===== src/rtl/canrx_pkg.sv =====
package canrx_pkg;

  localparam int unsigned CRC_W        = 15;
  localparam logic [14:0] CRC_GEN      = 15'h4599;
  localparam int unsigned ID_W         = 11;
  localparam int unsigned DLC_W        = 4;
  localparam int unsigned MAX_BYTES    = 8;
  localparam int unsigned DATA_W       = MAX_BYTES * 8;
  localparam int unsigned FRAME_BITS   = 44 + DATA_W;
  localparam int unsigned POS_W        = $clog2(FRAME_BITS + 1);
  localparam int unsigned NB_W         = $clog2(DATA_W + 1);

  typedef enum logic {
    ST_HUNT  = 1'b0,
    ST_FRAME = 1'b1
  } rx_state_e;

  typedef enum logic [3:0] {
    SEG_SOF,
    SEG_ID,
    SEG_RTR,
    SEG_RSV,
    SEG_DLC,
    SEG_DATA,
    SEG_CRC,
    SEG_CRC_DELIM,
    SEG_ACK_SLOT,
    SEG_ACK_DELIM,
    SEG_EOF,
    SEG_DONE
  } seg_e;

  // one step of the serial CRC register
  function automatic logic [14:0] crc15_step(logic [14:0] c, logic b);
    logic fb;
    fb = b ^ c[14];
    return fb ? ({c[13:0], 1'b0} ^ CRC_GEN) : {c[13:0], 1'b0};
  endfunction

  // number of data bits carried by a frame
  function automatic logic [NB_W-1:0] data_bits_of(logic [3:0] dlc, logic rtr);
    if (rtr) return '0;
    if (dlc >= 4'd8) return NB_W'(DATA_W);
    return NB_W'({dlc[2:0], 3'b000});
  endfunction

  // index of the last end-of-frame bit
  function automatic logic [7:0] eof_last_pos(logic [NB_W-1:0] n);
    return 8'd43 + 8'(n);
  endfunction

  // which field a bit index belongs to
  function automatic seg_e seg_of(logic [POS_W-1:0] pos, logic [NB_W-1:0] n);
    logic [7:0] p;
    logic [7:0] d;
    p = 8'(pos);
    d = 8'(n);
    if (p == 8'd0)                 return SEG_SOF;
    if (p < 8'd12)                 return SEG_ID;
    if (p == 8'd12)                return SEG_RTR;
    if (p < 8'd15)                 return SEG_RSV;
    if (p < 8'd19)                 return SEG_DLC;
    if (p < 8'd19 + d)             return SEG_DATA;
    if (p < 8'd34 + d)             return SEG_CRC;
    if (p == 8'd34 + d)            return SEG_CRC_DELIM;
    if (p == 8'd35 + d)            return SEG_ACK_SLOT;
    if (p == 8'd36 + d)            return SEG_ACK_DELIM;
    if (p <= eof_last_pos(n))      return SEG_EOF;
    return SEG_DONE;
  endfunction

endpackage


===== src/rtl/canrx_sync.sv =====
module canrx_sync #(
  parameter int unsigned STAGES = 2
) (
  input  logic clk,
  input  logic rst_n,
  input  logic d_i,
  output logic q_o
);
  logic [STAGES-1:0] chain;

  generate
    if (STAGES == 1) begin : g_single
      always_ff @(posedge clk or negedge rst_n) begin
        if (!rst_n) chain <= '1;
        else        chain <= d_i;
      end
    end else begin : g_multi
      always_ff @(posedge clk or negedge rst_n) begin
        if (!rst_n) chain <= '1;
        else        chain <= {chain[STAGES-2:0], d_i};
      end
    end
  endgenerate

  assign q_o = chain[STAGES-1];
endmodule


===== src/rtl/canrx_idle_det.sv =====
module canrx_idle_det #(
  parameter int unsigned LIMIT = 88
) (
  input  logic clk,
  input  logic rst_n,
  input  logic rx_s,
  output logic idle_o
);
  localparam int unsigned CW = $clog2(LIMIT + 1);
  logic [CW-1:0] cnt;

  always_ff @(posedge clk or negedge rst_n) begin
    if (!rst_n)                     cnt <= '0;
    else if (!rx_s)                 cnt <= '0;
    else if (cnt != CW'(LIMIT))     cnt <= cnt + 1'b1;
  end

  assign idle_o = (cnt == CW'(LIMIT));
endmodule


===== src/rtl/canrx_bit_timer.sv =====
module canrx_bit_timer #(
  parameter int unsigned CLKS_PER_BIT = 16
) (
  input  logic clk,
  input  logic rst_n,
  input  logic start_i,
  input  logic run_i,
  output logic mid_o,
  output logic end_o
);
  localparam int unsigned PW   = $clog2(CLKS_PER_BIT);
  localparam int unsigned HALF = CLKS_PER_BIT / 2;
  logic [PW-1:0] phase;

  always_ff @(posedge clk or negedge rst_n) begin
    if (!rst_n)                                 phase <= '0;
    else if (start_i)                           phase <= PW'(1);
    else if (run_i) begin
      if (phase == PW'(CLKS_PER_BIT - 1))       phase <= '0;
      else                                      phase <= phase + 1'b1;
    end
  end

  assign mid_o = run_i && (phase == PW'(HALF));
  assign end_o = run_i && (phase == PW'(CLKS_PER_BIT - 1));
endmodule


===== src/rtl/canrx_crc15.sv =====
module canrx_crc15
  import canrx_pkg::*;
(
  input  logic        clk,
  input  logic        rst_n,
  input  logic        clear_i,
  input  logic        en_i,
  input  logic        bit_i,
  output logic [14:0] crc_o
);
  always_ff @(posedge clk or negedge rst_n) begin
    if (!rst_n)       crc_o <= '0;
    else if (clear_i) crc_o <= '0;
    else if (en_i)    crc_o <= crc15_step(crc_o, bit_i);
  end
endmodule


===== src/rtl/canrx_frame.sv =====
module canrx_frame
  import canrx_pkg::*;
#(
  parameter int unsigned CLKS_PER_BIT = 16,
  parameter int unsigned IDLE_BITS    = 11,
  parameter int unsigned SYNC_STAGES  = 2
) (
  input  logic        clk,
  input  logic        rst_n,
  input  logic        rx_i,
  output logic        ack_drv_o,
  output logic        frame_valid_o,
  output logic [10:0] id_o,
  output logic        rtr_o,
  output logic [3:0]  dlc_o,
  output logic [63:0] data_o
);
  localparam int unsigned IDLE_CLKS = IDLE_BITS * CLKS_PER_BIT;

  // named internal events
  logic             rx_s;
  logic             rx_q;
  logic             bus_idle;
  logic             fall;
  logic             sof_start;
  logic             tick;
  logic             bit_end;
  logic             crc_en;
  logic             crc_match;
  logic             last_eof;
  rx_state_e        state;
  seg_e             seg;
  logic [POS_W-1:0] pos;
  logic [NB_W-1:0]  nbits;
  logic [14:0]      crc_calc;
  logic [14:0]      crc_rx;
  logic [10:0]      id_sh;
  logic             rtr_r;
  logic [3:0]       dlc_sh;
  logic [63:0]      data_sh;
  logic             ack_pend;

  canrx_sync #(.STAGES(SYNC_STAGES)) u_sync (
    .clk(clk), .rst_n(rst_n), .d_i(rx_i), .q_o(rx_s)
  );

  canrx_idle_det #(.LIMIT(IDLE_CLKS)) u_idle (
    .clk(clk), .rst_n(rst_n), .rx_s(rx_s), .idle_o(bus_idle)
  );

  always_ff @(posedge clk or negedge rst_n) begin
    if (!rst_n) rx_q <= 1'b1;
    else        rx_q <= rx_s;
  end

  assign fall      = rx_q && !rx_s;
  assign sof_start = (state == ST_HUNT) && bus_idle && fall;

  canrx_bit_timer #(.CLKS_PER_BIT(CLKS_PER_BIT)) u_timer (
    .clk(clk), .rst_n(rst_n), .start_i(sof_start),
    .run_i(state == ST_FRAME), .mid_o(tick), .end_o(bit_end)
  );

  assign nbits    = data_bits_of(dlc_sh, rtr_r);
  assign seg      = seg_of(pos, nbits);
  assign last_eof = (8'(pos) == eof_last_pos(nbits));
  assign crc_en   = tick && (seg == SEG_SOF || seg == SEG_ID || seg == SEG_RTR ||
                             seg == SEG_RSV || seg == SEG_DLC || seg == SEG_DATA);

  canrx_crc15 u_crc (
    .clk(clk), .rst_n(rst_n), .clear_i(sof_start), .en_i(crc_en),
    .bit_i(rx_s), .crc_o(crc_calc)
  );

  assign crc_match = (crc_calc == crc_rx);

  always_ff @(posedge clk or negedge rst_n) begin
    if (!rst_n) begin
      state         <= ST_HUNT;
      pos           <= '0;
      id_sh         <= '0;
      rtr_r         <= 1'b0;
      dlc_sh        <= '0;
      data_sh       <= '0;
      crc_rx        <= '0;
      ack_pend      <= 1'b0;
      ack_drv_o     <= 1'b0;
      frame_valid_o <= 1'b0;
      id_o          <= '0;
      rtr_o         <= 1'b0;
      dlc_o         <= '0;
      data_o        <= '0;
    end else begin
      frame_valid_o <= 1'b0;
      case (state)
        ST_HUNT: begin
          ack_drv_o <= 1'b0;
          ack_pend  <= 1'b0;
          if (sof_start) begin
            state   <= ST_FRAME;
            pos     <= '0;
            id_sh   <= '0;
            rtr_r   <= 1'b0;
            dlc_sh  <= '0;
            data_sh <= '0;
            crc_rx  <= '0;
          end
        end
        default: begin
          if (bit_end) begin
            if (ack_pend) begin
              ack_drv_o <= 1'b1;
              ack_pend  <= 1'b0;
            end else begin
              ack_drv_o <= 1'b0;
            end
          end
          if (tick) begin
            pos <= pos + 1'b1;
            case (seg)
              SEG_SOF:   if (rx_s) state <= ST_HUNT;
              SEG_ID:    id_sh   <= {id_sh[9:0], rx_s};
              SEG_RTR:   rtr_r   <= rx_s;
              SEG_DLC:   dlc_sh  <= {dlc_sh[2:0], rx_s};
              SEG_DATA:  data_sh <= {data_sh[62:0], rx_s};
              SEG_CRC:   crc_rx  <= {crc_rx[13:0], rx_s};
              SEG_CRC_DELIM: begin
                if (!rx_s || !crc_match) state    <= ST_HUNT;
                else                     ack_pend <= 1'b1;
              end
              SEG_ACK_DELIM: if (!rx_s) state <= ST_HUNT;
              SEG_EOF: begin
                if (!rx_s) begin
                  state <= ST_HUNT;
                end else if (last_eof) begin
                  state         <= ST_HUNT;
                  frame_valid_o <= 1'b1;
                  id_o          <= id_sh;
                  rtr_o         <= rtr_r;
                  dlc_o         <= dlc_sh;
                  data_o        <= data_sh << (NB_W'(DATA_W) - nbits);
                end
              end
              SEG_DONE:  state <= ST_HUNT;
              default:   ;
            endcase
          end
        end
      endcase
    end
  end
endmodule


===== config.mk =====
export PLATFORM = sky130hd
export DESIGN_NAME = canrx_frame
export DESIGN_NICKNAME = d
export VERILOG_FILES = /design/src/rtl/canrx_pkg.sv /design/src/rtl/canrx_sync.sv /design/src/rtl/canrx_idle_det.sv /design/src/rtl/canrx_bit_timer.sv /design/src/rtl/canrx_crc15.sv /design/src/rtl/canrx_frame.sv
export SDC_FILE = /design/constraint.sdc
export NUM_CORES = 1
export LEC_CHECK = 0
export ABC_AREA = 1
export CAP_MARGIN = 20
export CORE_MARGIN = 5
export CORE_UTILIZATION = 35
export CTS_BUF_LIST = sky130_fd_sc_hd__clkbuf_4 sky130_fd_sc_hd__clkbuf_8 sky130_fd_sc_hd__clkbuf_16
export DETAILED_ROUTE_END_ITERATION = 7
export DONT_BUFFER_PORTS = 1
export GPL_TIMING_DRIVEN = 0
export PLACE_DENSITY = 0.53
export SYNTH_ARGS = -nofsm -noshare
export SYNTH_HDL_FRONTEND = slang
export SYNTH_SLANG_ARGS = --single-unit

===== constraint.sdc =====
create_clock -name clk -period 3.88 [get_ports clk]
set_clock_uncertainty 0.05 [all_clocks]
set_input_delay 0.776 -clock clk [delete_from_list [all_inputs] [get_ports clk]]
set_output_delay 0.776 -clock clk [all_outputs]
set_load 0.05 [all_outputs]

== Word level (Yosys, flattened, before mapping) ==
Cells that the tools add are included.
Operators by class
  bitwise operators: 3
  equality and inequality tests: 28
  shifts and indexed selects: 1
  mux-type cells: 160
  magnitude comparators: 7
  reduce and logical (&&, ||, !) cells: 25
  add/sub/neg operators: 9
Operators by type and width (number)
  2-to-1 mux 64 bit: 4
  2-to-1 mux 4 bit: 41
  2-to-1 mux 15 bit: 7
  2-to-1 mux 1 bit: 94
  << shifter 64 x 7 -> 64 bit: 1
  2-to-1 mux 7 bit: 7
  2-to-1 mux 11 bit: 4
  adder 6 x 7 -> 8 bit, first input constant: 4
  == test 7 x 8 -> 1 bit: 4
  == test 4 bit, second input constant: 5
  == test 4 x 3 -> 1 bit, second input constant: 4
  less-than comparator 7 x 8 -> 1 bit: 2
  2-to-1 mux 8 bit: 2
  == test 15 bit: 1
  AND reduction 3 bit: 5
  less-than comparator 7 x 4 -> 1 bit, second input constant: 2
  inequality test 2 x 1 -> 1 bit, second input constant: 6
  adder 5 x 7 -> 8 bit, first input constant: 1
  adder 8 x 1 -> 8 bit, second input constant: 1
  == test 4 x 2 -> 1 bit, second input constant: 2
  == test 8 bit, second input constant: 1
  less-or-equal comparator 7 x 8 -> 1 bit: 1
  inequality test 8 bit, second input constant: 1
  adder 7 x 1 -> 7 bit, second input constant: 1
  other kinds (19): 32
Word-level totals
  logic and storage cells: 252
  register bits: 216
  output and inout bits: 82
  bits of input ports: 3

== Depth between registers and ports, before layout ==
  depth after elaboration: 77
  gate-level depth with buffers: 31
  mapped depth without buffers: 27

== Cells and area by module ==
A second synthesis with hierarchy kept.
Second synthesis, totals
  cell total of the unflattened synthesis: 1428
  area, all modules: 11516.0 µm²
Modules (own cells, without submodules)
  canrx_frame: instances 1, area each 10102.2 µm², seq. area each 4680.7 µm², cells each 1260
  canrx_crc15: instances 1, area each 680.7 µm², seq. area each 375.4 µm², cells each 78
  canrx_idle_det: instances 1, area each 445.4 µm², seq. area each 200.2 µm², cells each 58
  canrx_bit_timer: instances 1, area each 235.2 µm², seq. area each 100.1 µm², cells each 30
  canrx_sync: instances 1, area each 52.6 µm², seq. area each 52.6 µm², cells each 2

== Least setup slack after synthesis ==
Ideal clock, no wire load.
  kind: flip-flop to flip-flop
  start point: register rtr_r
  end point: register data_o[40]
  setup slack: -0.224 ns
  buffers on the path: 7
  cell stages (with the launch flop): 31
  library setup time: 0.130 ns
  data required time: 3.700 ns
  clock period less this slack: 4.104 ns
  arrival: 3.923 ns
  path through: dfrtp_1 -> nor2_4 -> nand2_1 -> buf_2 -> inv_1 -> clkbuf_1 -> ha_1 -> clkbuf_1 -> inv_2 -> clkbuf_1 -> clkbuf_1 -> ha_1 -> nand3_1 -> nor2_1 -> nand4_1 -> nand2_1 -> nand2_1 -> nand2_1 -> nand2_1 -> nand2_1 -> nand2_1 -> nand2_1 -> nand2_2 -> nand3_4 -> nand2_1 -> nor2_2 -> nand3_2 -> buf_6 -> buf_6 -> nand2_1 -> o21ai_1
On the way
  word-level cells in the longest chain between the ends: 34
  elaborated cells on any way between the ends: 97
  classes of those cells: add/sub: 6; order compare: 3; eq/ne: 5; shift: 1; mux: 81; reduce/logical: 1
Ends and longest elaborated chain
  start: declaration: RTL line canrx_frame.sv:38  | logic rtr_r;
  start signal: assignment: RTL line canrx_frame.sv:123  | SEG_RTR: rtr_r <= rx_s;
  2-to-1 mux 1 bit (*): RTL line canrx_pkg.sv:42  | if (rtr) return '0;
  2-to-1 mux 7 bit (*): RTL line canrx_pkg.sv:43  | if (dlc >= 4'd8) return NB_W'(DATA_W);
  adder 5 x 7 -> 8 bit: RTL line canrx_pkg.sv:63  | if (p < 8'd19 + d) return SEG_DATA;
  less-than comparator 7 x 8 -> 1 bit: RTL line canrx_pkg.sv:63
  2-to-1 mux 4 bit (2 in series): RTL line canrx_pkg.sv:63
  2-to-1 mux 4 bit: RTL line canrx_pkg.sv:62  | if (p < 8'd19) return SEG_DLC;
  2-to-1 mux 4 bit: RTL line canrx_pkg.sv:61  | if (p < 8'd15) return SEG_RSV;
  2-to-1 mux 4 bit: RTL line canrx_pkg.sv:60  | if (p == 8'd12) return SEG_RTR;
  [... 17 more ...]
  2-to-1 mux 4 bit: RTL line canrx_pkg.sv:64  | if (p < 8'd34 + d) return SEG_CRC;
  2-to-1 mux 4 bit: RTL line canrx_pkg.sv:63
  2-to-1 mux 4 bit: RTL line canrx_pkg.sv:62
  2-to-1 mux 4 bit: RTL line canrx_pkg.sv:61
  2-to-1 mux 4 bit: RTL line canrx_pkg.sv:60
  2-to-1 mux 4 bit: RTL line canrx_pkg.sv:59  | if (p < 8'd12) return SEG_ID;
  == test 4 bit: RTL line canrx_frame.sv:120  | case (seg)
  AND reduction 5 bit (no line)
  end signal: assignment: RTL line canrx_frame.sv:141  | data_o <= data_sh << (NB_W'(DATA_W) - nbits);
  end: declaration: RTL line canrx_frame.sv:16  | output logic [63:0] data_o
Mark *: on every way between the ends. The rest lies on a longest branch, timed or not. The select of a mux whose other input is x is not followed.
A chain may end at the register's enable or synchronous reset.

== Worst setup path after layout ==
  start point: register dlc_sh[0]
  end point: register data_o[47]
On the way
  word-level cells in the longest chain between the ends: 37
  elaborated cells on any way between the ends: 101
  classes of those cells: add/sub: 6; order compare: 4; eq/ne: 5; shift: 1; mux: 84; reduce/logical: 1
Ends and longest elaborated chain
  start: declaration: RTL line canrx_frame.sv:39  | logic [3:0] dlc_sh;
  start signal: assignment: RTL line canrx_frame.sv:124  | SEG_DLC: dlc_sh <= {dlc_sh[2:0], rx_s};
  >= comparator 4 bit: RTL line canrx_pkg.sv:43
  2-to-1 mux 1 bit (2 in series): RTL line canrx_pkg.sv:43
  2-to-1 mux 7 bit (*): RTL line canrx_pkg.sv:44  | return NB_W'({dlc[2:0], 3'b000});
  2-to-1 mux 7 bit (*): RTL line canrx_pkg.sv:43
  adder 5 x 7 -> 8 bit: RTL line canrx_pkg.sv:63
  less-than comparator 7 x 8 -> 1 bit: RTL line canrx_pkg.sv:63
  2-to-1 mux 4 bit (2 in series): RTL line canrx_pkg.sv:63
  2-to-1 mux 4 bit: RTL line canrx_pkg.sv:62
  [... 19 more ...]
  2-to-1 mux 4 bit: RTL line canrx_pkg.sv:64
  2-to-1 mux 4 bit: RTL line canrx_pkg.sv:63
  2-to-1 mux 4 bit: RTL line canrx_pkg.sv:62
  2-to-1 mux 4 bit: RTL line canrx_pkg.sv:61
  2-to-1 mux 4 bit: RTL line canrx_pkg.sv:60
  2-to-1 mux 4 bit: RTL line canrx_pkg.sv:59
  == test 4 bit: RTL line canrx_frame.sv:120
  AND reduction 5 bit (no line)
Marks and branches as above.

==> results.toml <==
[power_and_ir_drop]
power.switching_mw = 0.9761
p_seq_share_pct = 47.5
netSwitchingFraction_pct = 20.48
combPwrFrac_pct = 0.3
pwr-share-clk_pct = 52.2
peakVddDrop_mv = 0.2621
intPower_mw = 3.790
p_total_mw = 4.766
total_leakage_power_nw = 5.456
powerDensity_nw_per_um2 = 383.3

[place]
numPortBuffers = 0
preCtsSetupSlack_ps = -1318
hpwl_um = 23790
gp_congestion = 0.9496

[floorplanning]
rows = 64
die_x_um = 186.4
fp.dieH_um = 186.4
start_util_pct = 35.51
die_area_sq_um = 34750
ioPinCount = 85
coreArea_sq_um = 30670

[yosys]
syn_area_sq_um = 10890
syn_nets = 1337
synth_edf_count = 0
syn_avg_cell_area_sq_um = 8.308
synth_top_cells_by_count = "nand2_1 (276), dfrtp_1 (213), inv_1 (173)"
yosys.area.top_type = "dfrtp_1"
synth-seq-cells = 216
synth_ff_type = "dfrtp_1"
postSynthCellCount = 1311
seq_area_frac_synth_pct = 49.66
synth_cell_types = 43
ys_warn_count = 0
yosysMostFrequentCell = "nand2_1"
netlist_top_cells_area = "dfrtp_1 (49%), nand2_1 (9.5%), o22ai_1 (6.4%), o21ai_0 (6.0%), inv_1 (6.0%)"
synthArstFlopShare_pct = 100.0
synth_top_area_share_pct = 48.94

[final_layout]
drive_gt1_share_pct = 9.370
insertedDiodeCount = 0
syn2layout_area_growth_pct = 14.16
nFillCells = 3131
nNetsFinal = 1372

[sta]
setup-tns-final_ps = 0
period_share_pct = 94.54
tightestPinTransition_ps = 895.4
grt_setup_unrepaired = "no"
maxSlewHeadroom_pct = 39.88
slew_violations = 0
finalSetupViolCount = 0
hold-worst-slack_ps = -87.63
fmax_ghz = 0.2726
fin_crit_ps = 3668
hold_viol_final = 146
worst_slack_ps = 211.8

[drt]
totalWireLength_um = 32040
viasPerCell = 5.130
drt_iter0_markers = 718
ant_nets = 0
wl_per_cell_um = 18.18
drc = 0
routed-via-count = 9039
drtPass1Iterations = 5

[global_route]
grt_max_degree = 217
use_met3_pct = 3.924
grt.total_usage_pct = 18.07
grt_pass1_vias = 8948
grt_pass1_wl_um = 51520
grt_util_met2_pct = 26.14
busiest_layer = "met1"
gr-total-overflow = 0
use_met1_pct = 27.00
antenna_found_initial = 0

[setup_path]
path_delay_family = "buffers and inverters"
r2r_cells = 13
critPathSlowestCell = "buf_1"
worst_r2r_endpoint = "data_o[47]$_DFFE_PN0P_"
criticalPathCategory = "reg -> reg"
max_stage_delay_ps = 530
crit_cells = 13
crit_required_ps = 4290
cp.arrival_ps = 4080
startpoint_type = "flip-flop"
path_buf_inv = 6
ff2ff_setup_slack_ps = 210
crit_fanout = 10
r2r_start = "dlc_sh[0]$_DFFE_PN0P_"
path_cells = "nand2_4 -> buf_4 -> clkbuf_1 -> buf_1 -> ha_1 -> xnor2_1 -> inv_1 -> nor2_1 -> clkinv_1 -> buf_2 -> nor3_1 -> a21oi_1 -> o21ai_1"
end_kind = "flip-flop"

[clock_network]
cts_made_buffers = 26
cts_root_buffer = "clkbuf_16"
cts_num_sinks = 216
cts_tree = "built"
clk_path_buf_depth = 3
htreeDepth = 1
clkLatencyLatePin_ps = 540
clk_pin_slew_ps = 60

[outcome]
violations = "hold timing"
outcome = "complete, but fails checks"

[min_path]
hold_path.class = "in -> async"

[job]
maxCapViolCount = 0
-- power by group through the flow --
stage	sequential (mW)	clock [mW]	combinational (mW)
finish	2.26	2.49	0.0160
global placement	2.30	0	0.0163
floorplan	2.30	0	0.0127
global route	2.26	2.66	0.0191
CTS	2.26	2.56	0.0166
detailed placement	2.30	0	0.0165
-- flip-flops by register name (all words and copies together), names as in the netlist --
register	flops
crc_rx	15
rtr_o	1
ack_pend	1
u_sync.chain	2
frame_valid_o	1
ack_drv_o	1
state	1
u_idle.cnt	8
data_sh	64
id_sh	11
rx_q	1
id_o	11
pos	7
u_timer.phase	4
dlc_sh	4
rtr_r	1
dlc_o	4
u_crc.crc_o	15
data_o	64
-- stage by stage --
| stage | cell area, sq um | util, % | hold WS (ps) | std cells |
|---|---|---|---|---|
| CTS | 12330 | 40.20 | -128.2 | 1753 |
| global placement | 11390 | 37.14 | 297.5 | 1707 |
| finish | 12430 | 40.54 | -87.63 | 1762 |
| floorplan | 10900 | - | 295.2 | 1311 |
| detailed placement | 11390 | 37.14 | 303.2 | 1707 |
| global route | 12430 | 40.54 | -123.1 | 1762 |
-- worst reg2reg max path: cells and delay by family (launching register included) --
kind | cells | cell delay (ps)
and+or+nand+nor | 3 | 720
AOI/OAI and AO/OA | 2 | 290
adders and majority gates | 1 | 260
buffers and inverters | 6 | 1690
DFF | 1 | 450
xor gates and xnor gates | 1 | 150
-- cell families (layout without fill, tap and decap cells) --
family	after synthesis	after routing	share of synthesized area (%)
and+or+nand+nor	454	454	17.43
AOI/OAI and AO/OA	348	348	18.37
buffers and inverters	252	307	10.44
DFF	216	216	49.66
adders and majority gates	23	23	2.642
xor gates and xnor gates	17	17	1.367
muxes	1	1	0.09190
-- layout by cell type, fill, tap and decap left out, types with 23 or more instances in the layout --
cell	synthesis	routed
clkbuf_1	39	33
nand3_1	41	41
dfrtp_1	213	212
inv_1	173	171
nand2_1	276	273
o22ai_1	112	112
o21ai_1	49	49
buf_6	24	23
a21oi_1	24	24
clkbuf_16	0	28
o21ai_0	130	130
nor2_1	91	90
-- how the worst max path moves through the flow --
stage	start	to
final	dlc_sh[0]$_DFFE_PN0P_	data_o[47]$_DFFE_PN0P_
after global routing	rtr_r$_DFFE_PN0P_	id_o[4]$_DFFE_PN0P_
after CTS	rtr_r$_DFFE_PN0P_	dlc_o[1]$_DFFE_PN0P_
after detailed placement	rtr_r$_DFFE_PN0P_	dlc_o[1]$_DFFE_PN0P_
after global placement	rtr_r$_DFFE_PN0P_	id_o[1]$_DFFE_PN0P_
after floorplan	rtr_r$_DFFE_PN0P_	data_o[40]$_DFFE_PN0P_
-- repair_timing --
action                     in CTS  in global routing
hold endpoints to repair      213                213
pin swaps                       2                  4
gates cloned                    0                  1
buffers inserted                2                  8
setup endpoints to repair     177                162
resized for setup              11                 11
-- per-layer routing --
| metal | vias up | routed length, um | share of wire, % |
|---|---|---|---|
| met1 | 4270 | 15680 | 49 |
| met5 | - | 0 | 0 |
| met2 | 278 | 13140 | 41 |
| li1 | 4423 | - | - |
| met3 | 68 | 2164 | 6.8 |
| met4 | 0 | 1058 | 3.3 |
-- layout make-up --
type / count / area (sq um) / area share [%]
Sequential cell: 216 / 5410 / 43.51
Multi-Input combinational cell: 843 / 4385 / 35.27
Clock buffer: 36 / 774.5 / 6.229
Inverter: 179 / 679.4 / 5.464
Tap cell: 396 / 495.5 / 3.985
Buffer: 69 / 469.2 / 3.773
Clock inverter: 12 / 120.1 / 0.9660
Timing Repair Buffer: 11 / 100.1 / 0.8050
No activity file was read; power rests on OpenSTA's default activity.
